==> config.mk <==
export PLATFORM = sky130hd
export DESIGN_NAME = spi_stuff_codec
export DESIGN_NICKNAME = d
export VERILOG_FILES = /design/src/rtl/spi_stuff_codec.sv
export SDC_FILE = /design/constraint.sdc
export NUM_CORES = 1
export LEC_CHECK = 0
export ABC_AREA = 1
export BUFFER_PORTS_ARGS = -buffer_cell sky130_fd_sc_hd__buf_2
export CAP_MARGIN = 40
export CELL_PAD_IN_SITES_DETAIL_PLACEMENT = 1
export CELL_PAD_IN_SITES_GLOBAL_PLACEMENT = 1
export CORE_ASPECT_RATIO = 1.75
export CORE_MARGIN = 2
export CORE_UTILIZATION = 38
export CTS_BUF_LIST = sky130_fd_sc_hd__clkbuf_4
export DETAILED_ROUTE_END_ITERATION = 12
export GPL_ROUTABILITY_DRIVEN = 0
export PLACE_DENSITY_LB_ADDON = 0.3
export SETUP_SLACK_MARGIN = 0.15
export SYNTH_ARGS = -nofsm -noshare
export SYNTH_HDL_FRONTEND = slang
export SYNTH_SLANG_ARGS = --single-unit
==> constraint.sdc <==
create_clock -name clk -period 1.63 [get_ports clk]
set_input_delay 0 -clock clk [delete_from_list [all_inputs] [get_ports clk]]
set_output_delay 0 -clock clk [all_outputs]
set_load 0.005 [all_outputs]
==> src/rtl/spi_stuff_codec.sv <==
module spi_stuff_codec #(
  parameter int W = 8,
  parameter logic [W-1:0] ESC = 8'hFB,
  parameter logic [W-1:0] IDLE = 8'hF5,
  parameter logic [W-1:0] FLIP = 8'h20
) (
  input  logic         clk,
  input  logic         rst_n,
  input  logic         tx_data_valid,
  output logic         tx_data_ready,
  input  logic [W-1:0] tx_data,
  input  logic         tx_ctrl_valid,
  output logic         tx_ctrl_ready,
  input  logic [W-1:0] tx_ctrl,
  output logic         out_valid,
  input  logic         out_ready,
  output logic [W-1:0] out_byte,
  input  logic         rx_valid,
  input  logic [W-1:0] rx_byte,
  output logic         rx_data_valid,
  output logic [W-1:0] rx_data,
  output logic         rx_ctrl_valid,
  output logic [W-1:0] rx_ctrl,
  output logic         rx_err
);

  function automatic logic reserved(input logic [W-1:0] b);
    return b == 8'hFD || b == 8'hFA || b == ESC || b == IDLE ||
           b == 8'hF3 || b == 8'h00 || b == 8'hFF;
  endfunction

  // transmit side
  logic         pend;
  logic [W-1:0] pend_byte;
  logic         slot_free;

  assign slot_free     = !out_valid || out_ready;
  assign tx_ctrl_ready = slot_free && !pend;
  assign tx_data_ready = slot_free && !pend && !tx_ctrl_valid;

  always_ff @(posedge clk or negedge rst_n) begin
    if (!rst_n) begin
      out_valid <= 1'b0;
      out_byte  <= '0;
      pend      <= 1'b0;
      pend_byte <= '0;
    end else if (slot_free) begin
      if (pend) begin
        out_valid <= 1'b1;
        out_byte  <= pend_byte;
        pend      <= 1'b0;
      end else if (tx_ctrl_valid) begin
        out_valid <= 1'b1;
        out_byte  <= tx_ctrl;
      end else if (tx_data_valid) begin
        out_valid <= 1'b1;
        if (reserved(tx_data)) begin
          out_byte  <= ESC;
          pend      <= 1'b1;
          pend_byte <= tx_data ^ FLIP;
        end else begin
          out_byte <= tx_data;
        end
      end else begin
        out_valid <= 1'b0;
      end
    end
  end

  AST_PEND_STALLS_INPUT: assert property (@(posedge clk) disable iff (!rst_n)
    pend |-> !tx_data_ready && !tx_ctrl_ready);
  AST_SECOND_NOT_RESERVED: assert property (@(posedge clk) disable iff (!rst_n)
    (out_valid && out_ready && pend) |=> (out_valid && !reserved(out_byte)));
  AST_OUT_HOLD: assert property (@(posedge clk) disable iff (!rst_n)
    (out_valid && !out_ready) |=> (out_valid && $stable(out_byte)));
  AST_CTRL_FIRST: assert property (@(posedge clk) disable iff (!rst_n)
    tx_ctrl_valid |-> !tx_data_ready);

  // receive side
  logic         esc_seen;
  logic [W-1:0] unflip;
  assign unflip = rx_byte ^ FLIP;

  always_ff @(posedge clk or negedge rst_n) begin
    if (!rst_n) begin
      esc_seen      <= 1'b0;
      rx_data_valid <= 1'b0;
      rx_data       <= '0;
      rx_ctrl_valid <= 1'b0;
      rx_ctrl       <= '0;
      rx_err        <= 1'b0;
    end else begin
      rx_data_valid <= 1'b0;
      rx_ctrl_valid <= 1'b0;
      rx_err        <= 1'b0;
      if (rx_valid) begin
        if (esc_seen) begin
          esc_seen <= 1'b0;
          if (reserved(unflip)) begin
            rx_data_valid <= 1'b1;
            rx_data       <= unflip;
          end else begin
            rx_err <= 1'b1;
          end
        end else if (rx_byte == ESC) begin
          esc_seen <= 1'b1;
        end else if (rx_byte == IDLE) begin
          esc_seen <= 1'b0;
        end else if (reserved(rx_byte)) begin
          rx_ctrl_valid <= 1'b1;
          rx_ctrl       <= rx_byte;
        end else begin
          rx_data_valid <= 1'b1;
          rx_data       <= rx_byte;
        end
      end
    end
  end

  AST_RX_ONE_KIND: assert property (@(posedge clk) disable iff (!rst_n)
    $countones({rx_data_valid, rx_ctrl_valid, rx_err}) <= 1);
  AST_CTRL_CODE: assert property (@(posedge clk) disable iff (!rst_n)
    rx_ctrl_valid |-> (reserved(rx_ctrl) && rx_ctrl != ESC && rx_ctrl != IDLE));
  AST_QUIET_NO_OUTPUT: assert property (@(posedge clk) disable iff (!rst_n)
    !rx_valid |=> !(rx_data_valid || rx_ctrl_valid || rx_err));
  AST_ESC_HELD: assert property (@(posedge clk) disable iff (!rst_n)
    (esc_seen && !rx_valid) |=> esc_seen);

endmodule

==> impl_metrics.csv <==
group,metric,value,unit
cts,clock_latency,0.34,ns
synth,yosys-top-cells-count,"nand2_1 (106), dfrtp_1 (38), nor2_1 (36)",
cts,cts-root-buf,"clkbuf_4",
final_layout,syn_to_final_growth,27.48,%
sta,setup_viol,0,
grt,grt_pass1_vias,2105,
synth,synth_cell_type_count,29,
placed_design,place_area,2409,sq um
route,dr.pass1.iters,4,
grt,grt_use_total,20.94,%
final_layout,final_util,50.48,%
synth,synth_top_area_cell,"dfrtp_1",
grt,grt_max_degree,39,
grt,grt_pass1_wl,9611,um
synth,syn_nets,306,
sta,fmax,0.7333,GHz
synth,synth.area.top_cells,"dfrtp_1 (46%), nand2_1 (19%), nor2_1 (6.5%)",
synth,yosysWarnings,0,
sta,fin_worst_skew,0.01741,ns
final_layout,nNetsFinal,386,
setup_path,cp-start-kind,"input port",
min_path,hp-class,"input port to flip-flop",
final_layout,final_area,2653,sq um
synth,yosysSeqAreaShare,45.70,%
status,status,"finished clean",
die,die_h,101.9,um
route,routed_via_density,5.027,
route,drc,0,
placed_design,place_hpwl,4391,um
power_and_ir_drop,vdd_drop_max,541.8,uV
final_layout,nFillCells,687,
die,num_rows,35,
synth,syn_area,2081,sq um
final_layout,drive_gt1_share,27.17,%
synth,ys_ff_latch,38,
cts,clock_path_buffers,2,
route,drtIter0Drc,78,
setup_path,crit_slowest_cell,"dlygate4sd3_1",
power_and_ir_drop,p_per_area,805.8,nW/um^2
final_layout,final_cells,412,
synth,ys_async_sr_fraction,100.0,%
power_and_ir_drop,p_seq_share,53.3,%
synth,synth_edf_count,0,
synth,avgSynthCellArea,7.539,sq um
setup_path,path_class,"input port to flip-flop",
cts,post_cts_buffers,0,
cts,cts_tree,"yes",
setup_path,cpPeakStageDelay,0.54,ns
final_layout,diodes,0,
cts,cts.sinks,38,
route,vias,2071,
cts,htree_levels,2,
die,die-area,6107,sq um
sta,period_share,83.66,%
power_and_ir_drop,p_switching,662.0,uW
cts,clk_pin_slew_worst_paths,0.13,ns
synth,synth.most_common_cell,"nand2_1",
die,ioPinCount,60,
run,drv_cap,0,
route,wl_per_cell,14.34,um
setup_path,critPathMaxFanout,10,
setup_path,worstPathArrival,1.59,ns
synth,syn_inst,276,
route,drtAntennaViolNets,0,
sta,fin_hold_ws,0.02539,ns
power_and_ir_drop,internal_power,1.475,mW
sta,rsz0062_at_grt,"no",
setup_path,endpoint_kind,"flip-flop",
synth,synth_top_area_share,45.70,%
power_and_ir_drop,power_leakage,1.550,nW
placed_design,dp_cells,385,
sta,setup_ws,0.2663,ns
sta,final_max_slew_viol_count,0,
cts,cts_buffers,5,
die,start_util,39.60,%
power_and_ir_drop,power_frac_clock,22.8,%
grt,globalRouteOverflowTotal,0,
setup_path,cp_common_cell,"nand2_1",
sta,fin_crit,1.364,ns
sta,relSlewSlack,66.86,%
placed_design,io_buffers,59,
setup_path,worstPathCellList,"dlygate4sd3_1, buf_2, nor2_1, nand2_2, nor2_1, nand2_1, nand3_2, nand2_4, nand2_1, nand2_1",
route,routed_wl,5909,um
sta,fin_setup_tns,0,ns
placed_design,place_ws,0.2977,ns
power_and_ir_drop,netSwitchingFraction,30.97,%
grt,antenna_found_initial,0,
die,core_region_area,5255,sq um
die,chipWidth,59.94,um
sta,tightest_slew,0.4971,ns
sta,hold_violations,0,
power_and_ir_drop,power.total,2.137,mW
power_and_ir_drop,power_frac_comb,23.9,%
synth,ys.flop_type,"dfrtp_1",
setup_path,worst_ep_required_time,1.86,ns
final cells by class:
type	count	area, sq um	area share (%)
repair buffers	79	493.0	18.58
clock buffers	6	45.04	1.698
flip-flops and latches	38	950.9	35.85
multi-input cells	211	1007	37.97
inverters	21	78.83	2.972
well taps	55	68.82	2.594
clock inverters	2	8.758	0.3302
layer usage:
layer  vias to the layer above  share of wire, %  GRT usage [%]
met5                         -                 0              0
met4                         0               1.4          6.154
met3                         5               2.3          2.658
met2                        39                60          41.97
met1                      1010                37          21.16
li1                       1017                 -              -
power groups by stage:
stage | combinational, mW | sequential, mW | clock, mW
finish | 0.511 | 1.14 | 0.486
global route | 0.588 | 1.16 | 0.544
CTS | 0.522 | 1.14 | 0.518
detailed placement | 0.487 | 1.16 | 0
global placement | 0.466 | 1.16 | 0
floorplan | 0.236 | 1.16 | 0
path summary, 6_finish.rpt:
check,from,endpoint,slack (ns),cells past startpoint
max in group asynchronous,rst_n,rx_ctrl[3],1.04,3
max,rx_byte[0],rx_ctrl[6],0.27,10
max reg2reg,esc_seen,rx_ctrl[6],0.28,6
min reg2reg,rx_ctrl[0],rx_ctrl[0],0.48,2
min in group asynchronous,rst_n,pend_byte[4],0.23,3
min,tx_ctrl[6],out_byte[6],0.03,6
cells in the final DEF, fill, tap and decap left out, types with 2 or more instances in the layout:
master | netlist | layout
inv_1 | 19 | 19
nand3_2 | 2 | 2
nor2_1 | 36 | 36
o21ai_2 | 3 | 3
nand4_1 | 3 | 3
dfrtp_1 | 38 | 38
nand2_1 | 106 | 106
a21oi_1 | 2 | 2
nand2_4 | 2 | 2
nand2_2 | 4 | 4
o21ai_1 | 4 | 5
dlygate4sd3_1 | 0 | 19
buf_2 | 2 | 59
nor2_2 | 4 | 4
o21ai_0 | 9 | 8
inv_2 | 2 | 2
clkbuf_4 | 0 | 6
nand3_1 | 19 | 19
or2_2 | 8 | 8
sequential cells by signal, indices dropped and copies added (netlist names):
register       flops
out_valid          1
rx_data_valid      1
out_byte           8
rx_ctrl_valid      1
pend_byte          8
rx_ctrl            8
rx_data            8
esc_seen           1
pend               1
rx_err             1
critical path, delay by kind of cell:
family        cells  cell delay, ns
simple gates      8            0.88
buf+inv           2            0.73
repair_timing:
action                                  CTS  global route
gates resized for setup                   0             1
hold endpoints to repair                 63             0
hold buffers                             19             0
endpoints found under the setup margin    0             1
logic make-up after synthesis:
family / share of synthesized area [%]
and+or+nand+nor: 41.67
DFF: 45.70
buffers and inverters: 5.893
AOI/OAI and AO/OA: 6.315
xor gates and xnor gates: 0.4210
Power figures use the tool's default switching activity.
